## src/rtl/mt_pkg.sv

```systemverilog
// Shared types of the membership tracker.
package mt_pkg;
    // State of the acknowledgement window that follows one own transmission.
    typedef enum logic [1:0] {
        WIN_IDLE  = 2'd0,   // no own frame awaiting a verdict
        WIN_LAST  = 2'd1,   // waiting for the second successor
        WIN_FIRST = 2'd2    // waiting for the first successor
    } ack_win_e;
endpackage

```

## src/rtl/mt_ack_window.sv

```systemverilog
// Judges the node's last own frame from the two frames that follow it.
// The first successor's ack_prev1 and the second successor's ack_prev2 both
// refer to this node. A corrupt frame still counts as a successor but
// confirms nothing. ack_fail pulses combinationally on the second successor
// frame when no confirmation was seen.
// Assumes restart and frame_evt never occur in the same cycle.
module mt_ack_window
    import mt_pkg::*;
(
    input  logic clk,
    input  logic rst_n,
    input  logic restart,     // own slot begins
    input  logic arm,         // own frame goes out in this slot
    input  logic frame_evt,   // a frame from another node is evaluated
    input  logic frame_ok,
    input  logic ack_prev1,
    input  logic ack_prev2,
    output logic ack_fail
);
    ack_win_e win_q;
    logic     conf_q;
    logic     hit;
    logic     conf_n;

    // Confirmation offered by the frame being evaluated now.
    always_comb begin
        hit = frame_ok && (((win_q == WIN_FIRST) && ack_prev1) ||
                           ((win_q == WIN_LAST)  && ack_prev2));
        conf_n   = conf_q | hit;
        ack_fail = frame_evt && (win_q == WIN_LAST) && !conf_n;
    end

    // Window progression: armed at own slot, advanced by each successor frame.
    always_ff @(posedge clk) begin
        if (!rst_n) begin
            win_q  <= WIN_IDLE;
            conf_q <= 1'b0;
        end else if (restart) begin
            win_q  <= arm ? WIN_FIRST : WIN_IDLE;
            conf_q <= 1'b0;
        end else if (frame_evt && (win_q != WIN_IDLE)) begin
            conf_q <= conf_n;
            win_q  <= (win_q == WIN_FIRST) ? WIN_LAST : WIN_IDLE;
        end
    end


    ack_window_idle_chk: assert property (@(posedge clk) disable iff (!rst_n)
        (win_q == WIN_IDLE) && !restart |=> (win_q == WIN_IDLE));


    ack_window_step_chk: assert property (@(posedge clk) disable iff (!rst_n)
        (win_q == WIN_FIRST) && frame_evt && !restart |=> (win_q == WIN_LAST));
endmodule

```

## src/rtl/mt_round_counters.sv

```systemverilog
// Accept and reject counters for one round, saturating at all-ones.
// They clear when the own slot begins. majority is 1 while accepts strictly
// outnumber rejects.
// Assumes clear and the increments never coincide.
module mt_round_counters #(
    parameter int CNT_W = 4
) (
    input  logic             clk,
    input  logic             rst_n,
    input  logic             clear,
    input  logic             inc_acc,
    input  logic             inc_rej,
    output logic [CNT_W-1:0] acc,
    output logic [CNT_W-1:0] rej,
    output logic             majority
);
    localparam logic [CNT_W-1:0] CNT_MAX = {CNT_W{1'b1}};

    logic [1:0]            inc;
    logic [1:0][CNT_W-1:0] cnt_q;

    // Gather increment requests: index 0 accepts, index 1 rejects.
    always_comb begin
        inc = {inc_rej, inc_acc};
    end

    for (genvar k = 0; k < 2; k++) begin : g_cnt
        // Saturating counter cleared at the own slot.
        always_ff @(posedge clk) begin
            if (!rst_n || clear)
                cnt_q[k] <= '0;
            else if (inc[k] && (cnt_q[k] != CNT_MAX))
                cnt_q[k] <= cnt_q[k] + 1'b1;
        end
    end

    // Output mapping and clique comparison.
    always_comb begin
        acc      = cnt_q[0];
        rej      = cnt_q[1];
        majority = cnt_q[0] > cnt_q[1];
    end


    round_clear_chk: assert property (@(posedge clk) disable iff (!rst_n)
        clear |=> (acc == '0) && (rej == '0));


    reject_step_chk: assert property (@(posedge clk) disable iff (!rst_n)
        inc_rej && !clear && (rej != CNT_MAX) |=> (rej == $past(rej) + 1'b1));


    accept_sat_chk: assert property (@(posedge clk) disable iff (!rst_n)
        inc_acc && !clear && (acc == CNT_MAX) |=> (acc == CNT_MAX));
endmodule

```

## src/rtl/mt_member_vec.sv

```systemverilog
// Membership vector: all ones after reset. A bit is cleared either when its
// node's frame is lost (drop_sender) or, for the node's own bit, on
// self-exclusion (drop_self). Nothing sets a bit again except reset.
module mt_member_vec #(
    parameter int N_NODES = 4,
    parameter int IDX_W   = 2,
    parameter int SELF_ID = 1
) (
    input  logic               clk,
    input  logic               rst_n,
    input  logic               drop_sender,
    input  logic [IDX_W-1:0]   sender,
    input  logic               drop_self,
    output logic [N_NODES-1:0] member
);
    for (genvar i = 0; i < N_NODES; i++) begin : g_bit
        logic hit_sender;
        logic hit_self;

        // Decode whether this bit is targeted in the current cycle.
        always_comb begin
            hit_sender = drop_sender && (sender == IDX_W'(i));
            hit_self   = drop_self && (i == SELF_ID);
        end

        // One-way membership bit.
        always_ff @(posedge clk) begin
            if (!rst_n)
                member[i] <= 1'b1;
            else if (hit_sender || hit_self)
                member[i] <= 1'b0;
        end


        member_no_rejoin_chk: assert property (@(posedge clk) disable iff (!rst_n)
            !member[i] |=> !member[i]);
    end
endmodule

```

## src/rtl/impl_ack_membership.sv

```systemverilog
// Membership tracker with implicit acknowledgement and clique avoidance.
// It latches the owner of the current slot and classifies each frame
// strobe. It then drives the round counters, the membership vector and the
// acknowledgement window, and it holds the sticky silence request.
// Assumes slot_start and frame_valid are never high together.
module impl_ack_membership #(
    parameter int N_NODES = 4,
    parameter int SELF_ID = 1,
    parameter int CNT_W   = 4,
    localparam int IDX_W  = (N_NODES > 1) ? $clog2(N_NODES) : 1
) (
    input  logic               clk,
    input  logic               rst_n,
    input  logic               slot_start,
    input  logic [IDX_W-1:0]   slot_idx,
    input  logic               frame_valid,
    input  logic               frame_ok,
    input  logic               ack_prev1,
    input  logic               ack_prev2,
    output logic [N_NODES-1:0] member_vec,
    output logic [CNT_W-1:0]   accept_cnt,
    output logic [CNT_W-1:0]   reject_cnt,
    output logic               silence_req
);
    localparam logic [IDX_W-1:0] SELF_IDX = IDX_W'(SELF_ID);

    logic [IDX_W-1:0] cur_slot_q;
    logic             silence_q;
    logic             own_start;
    logic             frame_evt;
    logic             good_evt;
    logic             bad_evt;
    logic             majority;
    logic             clique_fail;
    logic             send_now;
    logic             ack_fail;

    // Remember whose slot is running; the node itself until the first slot.
    always_ff @(posedge clk) begin
        if (!rst_n)
            cur_slot_q <= SELF_IDX;
        else if (slot_start)
            cur_slot_q <= slot_idx;
    end

    // Classify strobes and take the clique verdict at the own slot.
    always_comb begin
        own_start   = slot_start && (slot_idx == SELF_IDX);
        frame_evt   = frame_valid && (cur_slot_q != SELF_IDX);
        good_evt    = frame_evt && frame_ok;
        bad_evt     = frame_evt && !frame_ok;
        clique_fail = own_start && !silence_q && !majority;
        send_now    = own_start && !silence_q && majority;
    end

    // Sticky fail-silent request.
    always_ff @(posedge clk) begin
        if (!rst_n)
            silence_q <= 1'b0;
        else if (clique_fail || ack_fail)
            silence_q <= 1'b1;
    end

    mt_round_counters #(.CNT_W(CNT_W)) i_counters (
        .clk      (clk),
        .rst_n    (rst_n),
        .clear    (own_start),
        .inc_acc  (good_evt),
        .inc_rej  (bad_evt),
        .acc      (accept_cnt),
        .rej      (reject_cnt),
        .majority (majority)
    );

    mt_member_vec #(.N_NODES(N_NODES), .IDX_W(IDX_W), .SELF_ID(SELF_ID)) i_members (
        .clk         (clk),
        .rst_n       (rst_n),
        .drop_sender (bad_evt),
        .sender      (cur_slot_q),
        .drop_self   (clique_fail || ack_fail),
        .member      (member_vec)
    );

    mt_ack_window i_ack (
        .clk       (clk),
        .rst_n     (rst_n),
        .restart   (own_start),
        .arm       (send_now),
        .frame_evt (frame_evt),
        .frame_ok  (frame_ok),
        .ack_prev1 (ack_prev1),
        .ack_prev2 (ack_prev2),
        .ack_fail  (ack_fail)
    );

    assign silence_req = silence_q;


    silence_sticky_chk: assert property (@(posedge clk) disable iff (!rst_n)
        silence_req |=> silence_req);


    ack_fail_silence_chk: assert property (@(posedge clk) disable iff (!rst_n)
        ack_fail |=> silence_req && !member_vec[SELF_ID]);


    clique_silence_chk: assert property (@(posedge clk) disable iff (!rst_n)
        clique_fail |=> silence_req && !member_vec[SELF_ID]);


    own_frame_ignored_chk: assert property (@(posedge clk) disable iff (!rst_n)
        frame_valid && !slot_start && (cur_slot_q == SELF_IDX) |=>
            $stable(member_vec) && $stable(accept_cnt) && $stable(reject_cnt)
            && $stable(silence_req));
endmodule

```

## config.mk

```make
export PLATFORM = sky130hd
export DESIGN_NAME = impl_ack_membership
export DESIGN_NICKNAME = d
export VERILOG_FILES = /design/src/rtl/mt_pkg.sv /design/src/rtl/mt_ack_window.sv /design/src/rtl/mt_round_counters.sv /design/src/rtl/mt_member_vec.sv /design/src/rtl/impl_ack_membership.sv
export SDC_FILE = /design/constraint.sdc
export NUM_CORES = 1
export LEC_CHECK = 0
export BUFFER_PORTS_ARGS = -buffer_cell sky130_fd_sc_hd__buf_2
export CORE_UTILIZATION = 49
export CTS_BUF_LIST = sky130_fd_sc_hd__clkbuf_8
export CTS_CLUSTER_DIAMETER = 100
export CTS_CLUSTER_SIZE = 28
export DETAILED_ROUTE_END_ITERATION = 7
export GPL_TIMING_DRIVEN = 0
export PLACE_DENSITY = 0.85
export SETUP_SLACK_MARGIN = 0.1
export SLEW_MARGIN = 20
export SYNTH_ARGS = -nofsm -noshare
export SYNTH_HDL_FRONTEND = slang
export SYNTH_SLANG_ARGS = --single-unit
```

## constraint.sdc

```tcl
create_clock -name clk -period 1.45 [get_ports clk]
set_clock_uncertainty 0.05 [all_clocks]
set_input_delay 0.0725 -clock clk [delete_from_list [all_inputs] [get_ports clk]]
set_output_delay 0.0725 -clock clk [all_outputs]
set_load 0.01 [all_outputs]
```

# Yosys cells after proc, flatten, opt, wreduce, memory -nomap -nowiden
# Cells that the tools add are included.
# word_totals
ff_bits	18
input_bits	9
out_inout_bits	13
wordCells	60
# classes
add_sub_neg	2
n_lt_le_gt_ge	1
n_eq_ne	9
n_mux	4
n_bitwise	2
n_reduce_logical	32
# ops
op	n
$logic_and A1 B1 Y1	19
$add A4 B1 Y4 const B	2
$ne A4 B4 Y1 const B	2
$eq A2 B1 Y1 const B	3
$eq A2 B2 Y1 const B	3
$mux W2	3
$logic_not A1 Y1	5
$gt A4 B4 Y1	1
$logic_or A1 B1 Y1	4
$reduce_bool A2 Y1	2
$logic_not A2 Y1	1
$ne A2 B1 Y1 const B	1
$reduce_or A2 Y1	1
$mux W1	1
$not A1 Y1	1
$or A1 B1 Y1	1

# Longest topological paths before layout
# Gate-level depths: netlist (run 1).
# logic_depth
depth_word	9
depth_mapped	6
ltp_nobuf	6

# Hierarchy
# From an unflattened synthesis (run 1), not the netlist that was laid out.
# unflattened
hier_cells	110
area_unflattened_um2	959.7
# by_module_without_submodules
module	n_inst	cells_each	area_per_inst_um2	seq_area_each_um2
mt_round_counters	1	56	470.5	160.2
impl_ack_membership	1	22	172.7	60.1
mt_ack_window	1	16	160.2	60.1
mt_member_vec	1	16	156.4	80.1

# Worst setup path before layout (run 1)
# OpenSTA, ideal clock, no wires.
# synth_path
kind	flip-flop to flip-flop
start	register i_counters.cnt_q (netlist bit i_counters.rej[2])
end	register i_ack.win_q[1]
setup_ns	0.101
arrival_ns	1.306
t_required_ns	1.299
setup_slack_ns	-0.007
path_stages_with_launch	7
path_buffers	0
period_less_slack_ns	1.457
cell_sequence	dfxtp_1 > inv_1 > ha_1 > o21ai_0 > a21oi_1 > o21ai_0 > o41ai_1
# synth_via
elab_chain_cells	4
# synth_lines
element	line_no	rtl
start: declaration	mt_round_counters.sv:20	logic [1:0][CNT_W-1:0] cnt_q;
start signal: indexed assignment	mt_round_counters.sv:33	cnt_q[k] <= cnt_q[k] + 1'b1;
$gt A4 B4 Y1	mt_round_counters.sv:41	majority = cnt_q[0] > cnt_q[1];
$logic_and A1 B1 Y1	impl_ack_membership.sv:53	send_now = own_start && !silence_q && majority;
$mux W2	mt_ack_window.sv:39	win_q <= arm ? WIN_FIRST : WIN_IDLE;
$mux W2	mt_ack_window.sv:38	end else if (restart) begin
end signal: assignment	mt_ack_window.sv:39	
end signal: assignment	mt_ack_window.sv:43	win_q <= (win_q == WIN_FIRST) ? WIN_LAST : WIN_IDLE;
end: declaration	mt_ack_window.sv:20	ack_win_e win_q;
# Every way passes these cells.
# A chain may end at the register's enable or synchronous reset.

# Final worst setup path (run 1)
# layout_path
start	register i_counters.cnt_q (netlist bit i_counters.rej[0])
end	register i_counters.cnt_q (netlist bit i_counters.rej[3])
# layout_via
elab_chain_cells	2
# layout_lines
element
parallel branches: the longest is 2 deep, another holds $add A4 B1 Y4
# Parallel ways; which one is timed is not known.

==> out/metrics.csv, run 1 <==
metric,value,unit
cp_slowest_cell,dfxtp_4,
fillers,150,
ant_nets,0,
yosysSeqAreaShare,39.7,%
drv_slew,0,
synth_compound_area_share,16.3,%
synth_xor_area_share,1.93,%
fin_nets,145,
cp.required,1.57,ns
grt_pass1_vias,743,
arrival,1.48,ns
vdd_drop_max,0.000580,V
synth_top_area_share,39.7,%
grt_overflow,0,
slew_headroom,77.0,%
htreeDepth,1,
final-hold-violation-count,0,
routabilityCongestion,0.761,
tightest_slew,0.345,ns
crit_chain,ha_2 -> nand3_2 -> nand4_4 -> or3_4 -> a21oi_1,
io_buffers,20,
cts_tree,yes,
hold_buffers,0,
muxShareOfSynthArea,3.31,%
end_kind,register,
wl_per_cell,12.8,um
synth_area,908,sq um
p_int,0.739,mW
fin_crit,1.35,ns
p_seq_share,52.8,%
via_per_inst,5.56,
power.leakage,0.504,nW
synth-seq-cells,18,
pre_cts_ws,0.0104,ns
core_area,1730,sq um
rsz0062_at_grt,true,
max-clock-path-buffers,2,
worst_path_dominant_cell_family,simple AND/OR/NAND/NOR gates,
comb_power_share,11.9,%
layout_common_cells,"buf_2, dfxtp_1, inv_1, nor2_1, nand2_1",
grt_usage,21.5,%
power_frac_clock,35.3,%
p_per_area,809,nW/um^2
netlist.top_cell.by_area,dfxtp_1,
synth.distinct_cells,31,
syn_area_per_cell,8.99,sq um
clk_pin_slew,0.07,ns
layout_commonest_cell,buf_2,
start_kind,register,
synth_top_family_by_area,simple AND/OR/NAND/NOR gates,
setup_viol,0,
io_pins,22,
p_sw,0.238,mW
finalWirelength,1.97,mm
synthTopCellsByArea,"dfxtp_1, ha_1, nand4_4",
antenna_cells,0,
initial_core_util,52.6,%
placementRows,15,
cts_root_buf,clkbuf_8,
post-route-period-util,93.2,%
synth_cells,101,
critPathMaxStageDelay,0.36,ns
crit_fanout,5,
drc_errors,0,
setup_tns,0,ns
detailed_place_hpwl,1.41,mm
fp.dieW,45.1,um
cp_num_buf_inv,0,
max_cap_violations,0,
antenna_found_initial,0,
cts-buffers-inserted,3,
swShare,24.4,%
synthAdderAreaFrac,8.26,%
cts.sinks,18,
hp-class,primary input to register,
critPathKind,register to register,
clk_latency,0.25,ns
grt_max_degree,11,
synth_fp_nets,116,
grt_pass1_wl,3.16,mm
first_iter_violations,7,
status,"finished, final reports clean",
synth_warnings,0,
die-area,2030,sq um
vias,856,
die_h,45.1,um
clock.fmax,740,MHz
areaGrowthSynthToFinish,32.9,%
synthSimpleGateAreaFrac,26.0,%
dr.pass1.iters,4,
layout_setup_ws,0.0984,ns
layout-drive-gt1-share,40.3,%
-- worst register-to-register path: cells and delay by family, from the launching register on --
family	cells	cell delay, ns
simple gates	3	0.54
flops	1	0.36
fa+ha+maj	1	0.20
compound gates	1	0.12
-- layout make-up --
cell class	instances	area [sq um]	area share, %
Multi-Input combinational cell	72	576	47.7
Sequential cell	18	380	31.5
Timing Repair Buffer	24	134	11.1
Clock buffer	3	41.3	3.42
Inverter	10	37.5	3.11
Tap cell	25	31.3	2.59
Clock inverter	1	3.75	0.311
Buffer	1	3.75	0.311
-- power by group through the flow --
stage	Combinational, mW	Clock, mW	Sequential (mW)
after floorplan	0.0641	0	0.531
after global placement	0.104	0	0.528
after detailed placement	0.107	0	0.529
after CTS	0.113	0.352	0.517
after global routing	0.129	0.379	0.517
final	0.116	0.345	0.515
-- what timing repair did --
action,in CTS,in global routing
setup endpoints to repair,6,7
pin swaps,2,4
gates resized for setup,6,11
setup buffers,1,3
-- worst paths after layout --
path / end / slack [ns] / startpoint / cells after the start
setup / recovery: i_counters.rej[3] / 0.1 / i_counters.rej[0] / 5
hold / removal: cur_slot_q[0] / 0.01 / slot_idx[0] / 3
setup reg to reg: i_counters.rej[3] / 0.1 / i_counters.rej[0] / 5
hold reg to reg: i_members.member[0] / 0.41 / i_members.member[0] / 2
-- cells in the mapped netlist --
| cell | number |
|---|---|
| nor2_1 | 9 |
| xnor2_1 | 1 |
| inv_1 | 10 |
| a41o_1 | 1 |
| xor2_1 | 1 |
| and2_2 | 1 |
| nand2_1 | 7 |
| nand2b_1 | 1 |
| or3_1 | 3 |
| nor3_1 | 1 |
| a41oi_1 | 1 |
| a21oi_1 | 6 |
| ha_1 | 6 |
| o31ai_1 | 1 |
| a22oi_1 | 1 |
| o21a_1 | 1 |
| o2bb2ai_1 | 1 |
| nand4b_1 | 2 |
| o41ai_1 | 2 |
| a211oi_1 | 1 |
| dfxtp_1 | 18 |
| nand4_1 | 3 |
| nand3b_1 | 2 |
| mux2i_1 | 3 |
| o21ai_0 | 7 |
| o211ai_1 | 1 |
| nand2b_4 | 1 |
| nand3_1 | 5 |
| and2_1 | 1 |
| clkbuf_1 | 1 |
| nand4_4 | 2 |
-- through the flow --
step,cell area [sq um],util [%],std cells,hold slack (ns),power [mW]
after floorplan,936,-,101,0.141,0.595
final,1210,69.9,154,0.0129,0.977
after CTS,1150,66.4,151,0.0189,0.982
after global routing,1210,69.9,154,0.0344,1.02
after detailed placement,1070,61.8,146,0.274,0.636
after global placement,1070,61.8,146,0.265,0.632
-- layer usage --
| layer | track usage (%) | wire length [um] | vias to the layer above |
|---|---|---|---|
| met4 | 9.09 | 20 | 0 |
| met5 | 0 | 0 | - |
| li1 | - | - | 422 |
| met2 | 37.7 | 1020 | 24 |
| met1 | 25.6 | 848 | 406 |
| met3 | 3.60 | 78 | 4 |
-- cells by family after synthesis --
| group | after synthesis |
|---|---|
| AO/OA/AOI/OAI | 23 |
| XOR/XNOR | 2 |
| adder cells (fa/ha/maj) | 6 |
| buffers and inverters | 11 |
| flip-flops | 18 |
| multiplexers | 3 |
| AND/OR/NAND/NOR | 38 |
-- registers in the layout, summed over array words and instances (netlist names) --
register / cells
i_ack.conf_q: 1
i_members.member: 4
silence_req: 1
i_counters.acc: 4
i_ack.win_q: 2
i_counters.rej: 4
cur_slot_q: 2
Power figures use the tool's default switching activity.
==> run 2, diff against run 1 <==
--- a/constraint.sdc
+++ b/constraint.sdc
@@ -3,3 +3,3 @@
 set_input_delay 0.0725 -clock clk [delete_from_list [all_inputs] [get_ports clk]]
 set_output_delay 0.0725 -clock clk [all_outputs]
-set_load 0.01 [all_outputs]
+set_load 0.05 [all_outputs]
==> run 2 against run 1 <==
Against the previous run:
- setup slack got worse by 0.053 ns
- power rose by 4.1%
- final cell count is 2.6% higher
- maximum frequency is 3.8% lower
- non-clock buffer count up 5
- die area did not move
- clock power is 3% lower
- wire length grew 32%
- cell area rose by 12%
- largest power group unchanged
==> out/metrics.csv, run 2 (synthesis gave the netlist of run 1 again) <==
metric,value,unit
antenna_found_initial,0,
grt_overflow,0,
clock.fmax,712,MHz
cp_num_buf_inv,2,
antenna_cells,0,
initial_core_util,52.6,%
ff2ff_setup_slack,0.04,ns
die-area,2030,sq um
ant_nets,0,
die_h,45.1,um
grt_usage,25.2,%
finalPower,1.02,mW
drv_slew,0,
areaGrowthSynthToFinish,49.0,%
rr_worst_depth,7,
p_per_area,751,nW/um^2
layout-drive-gt1-share,52.6,%
layout_commonest_cell,buf_2,
detailed_place_hpwl,1.45,mm
finalWirelength,2.61,mm
cts_root_buf,clkbuf_8,
drc_errors,0,
io_buffers,20,
placementRows,15,
routabilityCongestion,0.786,
grt_max_degree,10,
timing.rr.end,silence_req,
cts-buffers-inserted,3,
setup_tns,0,ns
min_from,slot_idx[0],
layout_common_cells,"buf_2, dfxtp_1, buf_4",
cp.depth,7,
tightest_slew,0.373,ns
cp_slowest_cell,dfxtp_4,
grt_pass1_vias,854,
hp-class,primary input to register,
vdd_drop_max,0.000525,V
via_per_inst,5.82,
crit_chain,inv_4 -> ha_4 -> nand2b_4 -> a21oi_4 -> o21ai_2 -> buf_4 -> o2bb2ai_2,
crit_fanout,4,
cts_tree,yes,
dr.pass1.iters,4,
critPathMaxStageDelay,0.38,ns
htreeDepth,1,
arrival,1.50,ns
start_kind,register,
slew_headroom,75.1,%
end_kind,register,
io_pins,22,
vias,919,
first_iter_violations,18,
worstReg2RegStart,i_counters.rej[1],
critPathKind,register to register,
status,"finished, final reports clean",
final-hold-violation-count,0,
max-clock-path-buffers,2,
max_cap_violations,0,
cts.sinks,18,
grt_pass1_wl,3.74,mm
setup_viol,0,
hold_depth,3,
clk_pin_slew,0.07,ns
holdPathEnd,cur_slot_q[0],
worst_path_dominant_cell_family,flip-flops,
power.leakage,0.542,nW
post-route-period-util,96.9,%
rsz0062_at_grt,true,
clk_latency,0.25,ns
core_area,1730,sq um
fp.dieW,45.1,um
fin_crit,1.41,ns
fin_nets,150,
wl_per_cell,16.5,um
cp.required,1.54,ns
run 2: repair_timing:
action / in CTS / in global routing
setup endpoints to repair: 4 / 7
buffers inserted: 6 / 3
resized for setup: 7 / 15
hold buffers: 0 / 0
gates cloned: 0 / 0
pin swaps: 4 / 9
run 2: worst max-delay path by stage:
| stage | endpoint | startpoint |
|---|---|---|
| floorplan | i_ack.win_q[1] | i_counters.rej[1] |
| global placement | i_ack.win_q[1] | i_counters.rej[3] |
| detailed placement | i_ack.win_q[1] | i_counters.rej[3] |
| CTS | i_ack.win_q[1] | i_counters.rej[1] |
| global route | silence_req | i_counters.rej[1] |
| finish | silence_req | i_counters.rej[1] |
run 2: final cells by class:
class	count	area, sq um
timing repair buffer	29	168
sequential	18	392
buffer	1	3.75
inverter	10	42.5
tap	25	31.3
clock buffer	3	41.3
fill	123	373
multi-input combinational	72	676
run 2: per-stage QoR:
stage | hold slack [ns] | instance area (sq um) | cells | setup WS, ns | utilization (%)
global route | 0.0349 | 1350 | 158 | 0.0248 | 78.4
global placement | 0.260 | 1130 | 146 | 0.105 | 65.6
CTS | 0.0303 | 1260 | 155 | 0.0216 | 72.9
detailed placement | 0.280 | 1130 | 146 | 0.0465 | 65.6
finish | 0.0240 | 1350 | 158 | 0.0449 | 78.4
floorplan | 0.141 | 1000 | 101 | 0.0728 | -
run 2: worst register-to-register path: cells and delay by family (launching register included):
| kind | cells | cell delay (ns) |
|---|---|---|
| fa+ha+maj | 1 | 0.27 |
| simple gates | 1 | 0.06 |
| flops | 1 | 0.38 |
| buf+inv | 2 | 0.19 |
| compound gates | 3 | 0.34 |
run 2: power by group:
part	internal (mW)	total, mW	switching [mW]
registers	0.495	0.511	0.0151
clock network	0.184	0.336	0.152
logic	0.0624	0.170	0.108
run 2: metal layers:
layer	vias up	track usage, %	part of all wire, %	wire (um)
met4	0	12.7	3.0	77
met3	10	4.80	3.1	82
met5	-	0	0	0
met1	448	29.2	38	1000
met2	29	43.8	55	1440
li1	432	-	-	-
==> run 3, diff against run 2 <==
- CORE_UTILIZATION: 49 -> 46
- CTS_BUF_LIST: sky130_fd_sc_hd__clkbuf_8 -> sky130_fd_sc_hd__clkbuf_8 sky130_fd_sc_hd__clkbuf_16
- PLACE_DENSITY: 0.85 -> 0.81
- SLEW_MARGIN: 20 -> 40
==> run 3 against run 2 <==
Against the previous run:
- power increased by 5.7%
- core utilization decreased by 6.8 points
- sequential cell count unchanged
- setup slack got worse by 0.0077 ns
- first-iteration DRC count decreased by 50%
- critical path type unchanged
==> out/metrics.csv, run 3 (synthesis gave the netlist of run 1 again) <==
metric,value,unit
clk_pin_slew,0.07,ns
arrival,1.52,ns
cp_num_buf_inv,1,
setup_viol,0,
rsz0062_at_grt,true,
cts_root_buf,clkbuf_8,
layout_common_cells,"buf_2, nor2_1, dfxtp_1, dfxtp_4, nand2_1",
tightest_slew,0.357,ns
min_from,slot_idx[1],
ant_nets,0,
wl_per_cell,13.3,um
power.leakage,0.517,nW
vias,861,
stdcell_count,157,
grt_usage,21.5,%
hold_depth,3,
start_kind,register,
drc_errors,0,
areaGrowthSynthToFinish,40.6,%
cts.sinks,18,
place_area,1130,sq um
die_h,46.4,um
die-area,2160,sq um
core_area,1780,sq um
initial_core_util,50.9,%
routabilityCongestion,0.814,
critPathMaxStageDelay,0.38,ns
via_per_inst,5.48,
fillers,143,
io_buffers,20,
grt_pass1_vias,738,
max-clock-path-buffers,2,
layout_commonest_cell,buf_2,
rr_worst_depth,6,
antenna_cells,0,
grt_pass1_wl,3.27,mm
p_per_area,842,nW/um^2
dp.cells,146,
drv_slew,0,
timing.rr.end,i_ack.win_q[1],
detailed_place_hpwl,1.43,mm
io_pins,22,
cp_slowest_cell,dfxtp_4,
placementRows,15,
status,"finished, final reports clean",
clock.fmax,708,MHz
crit_fanout,5,
layout_setup_ws,0.0372,ns
grt_overflow,0,
vdd_drop_max,0.000549,V
grt_max_degree,11,
pre_cts_ws,0.0779,ns
critPathKind,register to register,
finalWirelength,2.09,mm
cts-buffers-inserted,3,
dr.pass1.iters,4,
layout-drive-gt1-share,43.9,%
htreeDepth,1,
hp-class,primary input to register,
ff2ff_setup_slack,0.04,ns
clk_latency,0.26,ns
fin_nets,148,
first_iter_violations,9,
cts_tree,yes,
slew_headroom,76.2,%
worst_path_dominant_cell_family,compound AO/OA/AOI/OAI gates,
holdWs,0.0213,ns
crit_chain,inv_2 -> ha_4 -> nand2b_1 -> a21oi_1 -> o21ai_2 -> o41ai_1,
antenna_found_initial,0,
fp.dieW,46.4,um
final_util,71.6,%
fin_area,1280,sq um
end_kind,register,
holdPathEnd,cur_slot_q[1],
fin_crit,1.41,ns
max_cap_violations,0,
cp.required,1.56,ns
final-hold-violation-count,0,
post-route-period-util,97.4,%
worstReg2RegStart,i_counters.rej[1],
## run 3: changes by cell type in the layout (fill, tap and decap cells not counted), moves of 2 or more
| cell | before | now |
|---|---|---|
| a21oi_1 | 2 | 5 |
| buf_4 | 9 | 6 |
| a21oi_2 | 3 | 1 |
| or3_1 | 0 | 2 |
| or3_4 | 3 | 1 |
## run 3: worst min-delay path, delay by kind of cell
kind,cells,cell delay [ns]
buffers and inverters,1,0.08
AND/OR/NAND/NOR,1,0.08
multiplexers,1,0.06
## run 3: worst max path at each step
| stage | from | to | slack, ns | cells past startpoint |
|---|---|---|---|---|
| 3_3_place_gp | i_counters.rej[0] | i_counters.rej[3] | 0.11 | 5 |
| 2_1_floorplan | i_counters.rej[1] | i_ack.win_q[1] | 0.07 | 6 |
| 4_1_cts | i_counters.rej[3] | i_ack.win_q[1] | 0.07 | 6 |
| 5_1_grt | i_counters.rej[1] | i_ack.win_q[1] | -0.005 | 6 |
| 6_report | i_counters.rej[1] | i_ack.win_q[1] | 0.04 | 6 |
| 3_5_place_dp | i_counters.rej[3] | i_ack.win_q[1] | 0.08 | 6 |
## run 3: layer usage
metal	vias up	GRT usage, %	wire length [um]
li1	430	-	-
met1	409	27.8	945
met2	18	33.6	1050
met3	4	4.71	67
met4	0	10.0	31
met5	-	0	0
## run 3: through the flow
step / setup TNS (ns) / total power [mW]
floorplan: 0 / 0.615
global placement: 0 / 0.653
detailed placement: 0 / 0.657
CTS: 0 / 1.08
global route: -0.00498 / 1.12
finish: 0 / 1.08
## run 3: cell type report
| type | count | area (sq um) | area share (%) |
|---|---|---|---|
| flip-flops and latches | 18 | 393 | 30.8 |
| clock buffers | 4 | 55.1 | 4.31 |
| plain buffers | 1 | 3.75 | 0.294 |
| repair buffers | 27 | 155 | 12.1 |
| multi-input cells | 72 | 599 | 46.9 |
| inverters | 10 | 40.0 | 3.13 |
| well taps | 25 | 31.3 | 2.45 |
## run 3: report_power, final
group	internal, mW	switching [mW]	total [mW]
registers	0.496	0.0150	0.511
clock network	0.242	0.174	0.415
logic	0.0541	0.0953	0.149
## run 3: what timing repair did
item | 4_1_cts | 5_1_grt
hold buffers | 1 | 0
pin swaps | 2 | 6
resized for setup | 2 | 5
setup endpoints to repair | 6 | 6
endpoints found under the hold margin | 1 | 0
buffers inserted | 1 | 5
